==> src/rtl/qenc_counter.sv <==
module qenc_counter #(
  parameter int CW   = 16,
  parameter int SYNC = 2
) (
  input  logic          clk,
  input  logic          rst_n,
  input  logic          in1,
  input  logic          in2,
  input  logic          bus_we,
  input  logic [2:0]    bus_addr,
  input  logic [CW-1:0] bus_wdata,
  output logic [CW-1:0] bus_rdata
);
  localparam logic [2:0] A_CTRL = 3'd0, A_CFG = 3'd1, A_LIM = 3'd2, A_CMP = 3'd3,
                         A_STAT = 3'd4, A_CLR = 3'd5, A_CNT = 3'd6;
  localparam logic [CW-1:0] LIM_MAX = {CW{1'b1}};

  logic [SYNC-1:0] sy1, sy2;
  logic            p1, p2;
  logic            en_q, run_q, quad_q;
  logic [1:0]      edge_q;
  logic [CW-1:0]   lim_q, cmp_q, cnt_q;
  logic            lim_ok, cmp_ok;

  always_ff @(posedge clk or negedge rst_n) begin
    if (!rst_n) begin
      sy1 <= '0;
      sy2 <= '0;
      p1  <= 1'b0;
      p2  <= 1'b0;
    end else begin
      sy1 <= {sy1[SYNC-2:0], in1};
      sy2 <= {sy2[SYNC-2:0], in2};
      p1  <= sy1[SYNC-1];
      p2  <= sy2[SYNC-1];
    end
  end

  wire s1 = sy1[SYNC-1];
  wire s2 = sy2[SYNC-1];
  wire r1 = s1 & ~p1;
  wire f1 = ~s1 & p1;
  wire r2 = s2 & ~p2;
  wire f2 = ~s2 & p2;

  wire use_r = (edge_q != 2'd1);
  wire use_f = (edge_q != 2'd0);
  wire e1 = (use_r & r1) | (use_f & f1);
  wire e2 = (use_r & r2) | (use_f & f2);
  wire both_tr = (r1 | f1) & (r2 | f2);

  logic step, up;
  always_comb begin
    step = 1'b0;
    up   = 1'b1;
    if (!quad_q) begin
      step = e1;
    end else if (!both_tr) begin
      if (e1) begin
        step = 1'b1;
        up   = r1 ^ s2;
      end else if (e2) begin
        step = 1'b1;
        up   = ~(r2 ^ s1);
      end
    end
  end

  wire [CW-1:0] cnt_nx = up ? ((cnt_q == lim_q) ? '0 : cnt_q + 1'b1)
                            : ((cnt_q == '0) ? lim_q : cnt_q - 1'b1);

  wire wr_ctrl = bus_we && bus_addr == A_CTRL;
  wire wr_cfg  = bus_we && bus_addr == A_CFG && !en_q;
  wire wr_lim  = bus_we && bus_addr == A_LIM && en_q && !run_q;
  wire wr_cmp  = bus_we && bus_addr == A_CMP && en_q && !run_q;
  wire wr_clr  = bus_we && bus_addr == A_CLR;

  always_ff @(posedge clk or negedge rst_n) begin
    if (!rst_n) begin
      en_q   <= 1'b0;
      run_q  <= 1'b0;
      cnt_q  <= '0;
    end else if (wr_ctrl && !bus_wdata[0]) begin
      en_q   <= 1'b0;
      run_q  <= 1'b0;
      cnt_q  <= '0;
    end else begin
      if (wr_ctrl) begin
        en_q <= 1'b1;
        if (en_q && bus_wdata[1]) run_q <= 1'b1;
      end
      if (run_q && step) cnt_q <= cnt_nx;
    end
  end

  always_ff @(posedge clk or negedge rst_n) begin
    if (!rst_n) begin
      quad_q <= 1'b0;
      edge_q <= 2'd0;
      lim_q  <= LIM_MAX;
      cmp_q  <= '0;
      lim_ok <= 1'b0;
      cmp_ok <= 1'b0;
    end else begin
      if (wr_cfg) begin
        quad_q <= bus_wdata[0];
        edge_q <= bus_wdata[2:1];
      end
      if (wr_lim) begin
        lim_q  <= bus_wdata;
        lim_ok <= 1'b1;
      end
      if (wr_cmp) begin
        cmp_q  <= bus_wdata;
        cmp_ok <= 1'b1;
      end
      if (wr_clr) begin
        if (bus_wdata[0]) lim_ok <= 1'b0;
        if (bus_wdata[1]) cmp_ok <= 1'b0;
      end
    end
  end

  always_comb begin
    bus_rdata = '0;
    case (bus_addr)
      A_CTRL: bus_rdata[1:0] = {run_q, en_q};
      A_CFG:  bus_rdata[2:0] = {edge_q, quad_q};
      A_LIM:  bus_rdata = lim_q;
      A_CMP:  bus_rdata = cmp_q;
      A_STAT: bus_rdata[1:0] = {cmp_ok, lim_ok};
      A_CNT:  bus_rdata = cnt_q;
      default: bus_rdata = '0;
    endcase
  end

  p_cnt_in_range_r7: assert property (@(posedge clk) disable iff (!rst_n)
    run_q |-> cnt_q <= lim_q);
  p_wrap_up_r7: assert property (@(posedge clk) disable iff (!rst_n)
    (run_q && step && up && cnt_q == lim_q && !wr_ctrl) |=> cnt_q == '0);
  p_wrap_down_r7: assert property (@(posedge clk) disable iff (!rst_n)
    (run_q && step && !up && cnt_q == '0 && !wr_ctrl) |=> cnt_q == $past(lim_q));
  p_dual_edge_r6: assert property (@(posedge clk) disable iff (!rst_n)
    (run_q && quad_q && both_tr && !wr_ctrl) |=> $stable(cnt_q));
  p_cfg_locked_r8: assert property (@(posedge clk) disable iff (!rst_n)
    en_q |=> ($stable(quad_q) && $stable(edge_q)));
  p_lim_flag_r9: assert property (@(posedge clk) disable iff (!rst_n)
    (bus_we && bus_addr == A_LIM && en_q && !run_q) |=> lim_ok);
  p_lim_locked_r9: assert property (@(posedge clk) disable iff (!rst_n)
    run_q |=> $stable(lim_q));
  p_run_needs_en_r11: assert property (@(posedge clk) disable iff (!rst_n)
    run_q |-> en_q);
  p_idle_hold_r11: assert property (@(posedge clk) disable iff (!rst_n)
    !run_q |=> ($stable(cnt_q) || cnt_q == '0));
endmodule

==> config.mk <==
export PLATFORM = sky130hd
export DESIGN_NAME = qenc_counter
export DESIGN_NICKNAME = d
export VERILOG_FILES = /design/src/rtl/qenc_counter.sv
export SDC_FILE = /design/constraint.sdc
export NUM_CORES = 1
export LEC_CHECK = 0
export BUFFER_PORTS_ARGS = -buffer_cell sky130_fd_sc_hd__buf_2
export CAP_MARGIN = 20
export CORE_MARGIN = 2
export CORE_UTILIZATION = 38
export CTS_BUF_LIST = sky130_fd_sc_hd__clkbuf_16
export CTS_CLUSTER_SIZE = 24
export DETAILED_ROUTE_END_ITERATION = 12
export SYNTH_ARGS = -nofsm -noshare
export SYNTH_HDL_FRONTEND = slang
export SYNTH_SLANG_ARGS = --single-unit
export TNS_END_PERCENT = 5
==> constraint.sdc <==
create_clock -name clk -period 2.3 [get_ports clk]
set_input_delay 0 -clock clk [delete_from_list [all_inputs] [get_ports clk]]
set_output_delay 0 -clock clk [all_outputs]
set_load 0.01 [all_outputs]
==> out/results.ini <==
[synthesis]
synth_top_family_by_area=simple AND/OR/NAND/NOR gates
synth_cell_types=70
ys_top_cells_by_count=dfrtp_1 (45), nand2_1 (40), nor2_1 (40)
synth.cell_area_sq_um=4420
synthFlopType=dfrtp_1
synth_edf_count=0
synth_top_area_cell=dfrtp_1
synth_xor_area_share_pct=7.33
synthMuxAreaShare_pct=16.0
ys_ff_latch=61
synth_warnings=0
synth_top_area_share_pct=25.5
yosysSeqAreaShare_pct=35.0
synth-simple-area-share_pct=20.1
synth_nets=495
netlist_instances=464
async_flop_share_pct=100
synthAdderAreaFrac_pct=1.98
synth_compound_area_share_pct=13.2
syn_area_per_cell_sq_um=9.53
yosysMostFrequentCell=dfrtp_1
yosys-top-cells-area=dfrtp_1 (25%), mux2_2 (9.9%), dfstp_2 (9.5%), mux2i_1 (6.1%), xnor2_1 (5.9%)

[die]
rows=39
die_w_um=112
dieHeight_um=112
io_pins=40
start_util_pct=38.9
die_area_sq_um=12500
core_sq_um=11400

[sta]
period_share_pct=92.2
fin_worst_skew_ns=0.00676
worst_slew_pin_slew_ns=0.735
rsz0062_at_grt=false
hold_viol_final=0
setup_viol=0
slew_viol_final=0
min_period_ns=2.12
max_freq_mhz=471
slew_headroom_pct=51.0

[worst_setup_path]
slowest_stage=dfrtp_1
cp_max_fo=6
crit_buf_inv=2
arrival_ns=2.33
required_ns=2.51
endpoint_kind=flop
start_kind=flop
max_stage_delay_ns=0.35
worstSetupPathType=flop to flop
critPathTopFamily=compound AO/OA/AOI/OAI gates
crit_chain=inv_1 > ha_1 > mux2_2 > o221a_2 > o21a_1 > buf_4 > o2111ai_1 > nand3_1

[cts]
cts_max_level=3
cts_made_buffers=9
cts.sinks=61
clkSlewWorstSetupHoldPaths_ns=0.06
tritoncts=built
clock_latency_ns=0.33
cts-root-buf=clkbuf_16
clk_path_buf_depth=2

[finish]
finish.instance_area_sq_um=5370
fin_nets=560
drive_above_1_share_pct=31.1
final_core_util_pct=47.2
area.growth.synth_to_final_pct=21.5
antenna_cells=0

[routing]
dr.pass1.iters=5
wire_per_inst_um=16.9
num_vias=3682
drt-total-wl_um=11500
vias_per_cell=5.44
drtIter0Drc=295
antenna_left=0
route.detailed.drc=0

[power]
peakVddDrop_v=0.000720
power.switching_mw=2.30
internal_power_mw=3.89
p_sw_share_pct=37.2
power_frac_clock_pct=25.0
pwr_density_cell_nw_per_um2=1150
p_leak_nw=2.32
pwr-share-comb_pct=41.5
seqPwrFrac_pct=33.5

[placement]
place_congestion=0.874
io_buffers=39
dpl_cell_area_sq_um=4810
hpwl_um=8200

[global_routing]
grt-ovfl-total=0
grt_pass1_wl_um=19100
grt_usage_pct=19.2
grt_max_degree=37
grt_pass1_vias=3621
antenna_found_initial=0

[run]
maxCapViolCount=0

[min_path]
worstHoldPathType=primary input to flop

[outcome]
status=completed

registers in the layout, summed over array words and instances (netlist names), 2 cells and up:
signal / cells
lim_q: 16
cmp_q: 16
cnt_q: 16
sy2: 2
edge_q: 2
sy1: 2
worst register-to-register path, delay by kind of cell (launching register included):
kind,cells,cell delay [ns]
adders and majority gates,1,0.23
DFF,1,0.35
muxes,1,0.27
and+or+nand+nor,1,0.10
AOI/OAI and AO/OA,3,0.77
buffers and inverters,2,0.28
kinds of logic (layout without fill, tap and decap cells):
| kind of cell | after synthesis | in the layout |
|---|---|---|
| compound gates | 85 | 85 |
| xor+xnor | 37 | 37 |
| fa+ha+maj | 7 | 7 |
| buf+inv | 48 | 118 |
| flops | 61 | 61 |
| mux | 66 | 66 |
| simple gates | 160 | 160 |
layer usage:
| layer | up-vias | track usage (%) | share of wire (%) |
|---|---|---|---|
| li1 | 1777 | - | - |
| met1 | 1780 | 26.9 | 46 |
| met2 | 114 | 29.8 | 47 |
| met3 | 11 | 3.43 | 5.4 |
| met4 | 0 | 7.24 | 1.4 |
| met5 | - | 0 | 0 |
worst paths after layout:
check / startpoint / endpoint / slack, ns / cells past startpoint
max reg2reg: sy2[1] / cnt_q[15] / 0.18 / 8
max: sy2[1] / cnt_q[15] / 0.18 / 8
min in group asynchronous: rst_n / en_q / 0.27 / 2
max in group asynchronous: rst_n / lim_q[1] / 1.35 / 3
min: bus_we / cmp_ok / 0.08 / 3
min reg2reg: sy2[0] / sy2[1] / 0.35 / 0
cell type report:
class	instances	area (sq um)
clock buffers	9	225
clock inverters	7	114
fillers	1030	6000
inverters	10	37.5
multi-input cells	355	2600
flip-flops and latches	61	1550
well taps	143	179
repair buffers	92	666
what timing repair did:
| item | CTS | global route |
|---|---|---|
| resized for setup | 0 | 1 |
| setup endpoints to repair | 2 | 3 |
| hold buffers | 19 | 0 |
| pin swaps | 1 | 0 |
| buffers inserted | 3 | 0 |
| hold endpoints to repair | 57 | 0 |
power groups by stage:
stage,clock network (mW),logic (mW),registers (mW)
2_1_floorplan,0,2.17,1.76
3_3_place_gp,0,2.48,2.07
3_5_place_dp,0,2.51,2.09
4_1_cts,1.57,2.56,2.07
5_1_grt,1.62,2.82,2.14
6_report,1.55,2.57,2.08
placed cells by master, fill, tap and decap left out, drive strengths merged, types with 11 or more instances in the layout:
cell,instances
dfrtp,45
mux2,39
o21ai,16
dfstp,16
o22ai,13
nor2,41
buf,73
dlygate4sd3,19
xnor2,30
mux2i,27
nand2,40
and2,15
a21oi,25
nand4,11
through the flow:
step	std cells	TNS [ns]	worst slack (ns)	total power [mW]	hold slack, ns
after detailed placement	639	-0.0310	-0.0174	4.60	0.0853
after global routing	677	0	0.0145	6.59	0.0955
after floorplan	464	0	0.246	3.93	-0.296
after CTS	677	0	0.178	6.21	0.0716
after global placement	639	0	0.0666	4.55	0.0746
final	677	0	0.179	6.20	0.0844
Note: power is estimated with default switching activity, not from simulation.
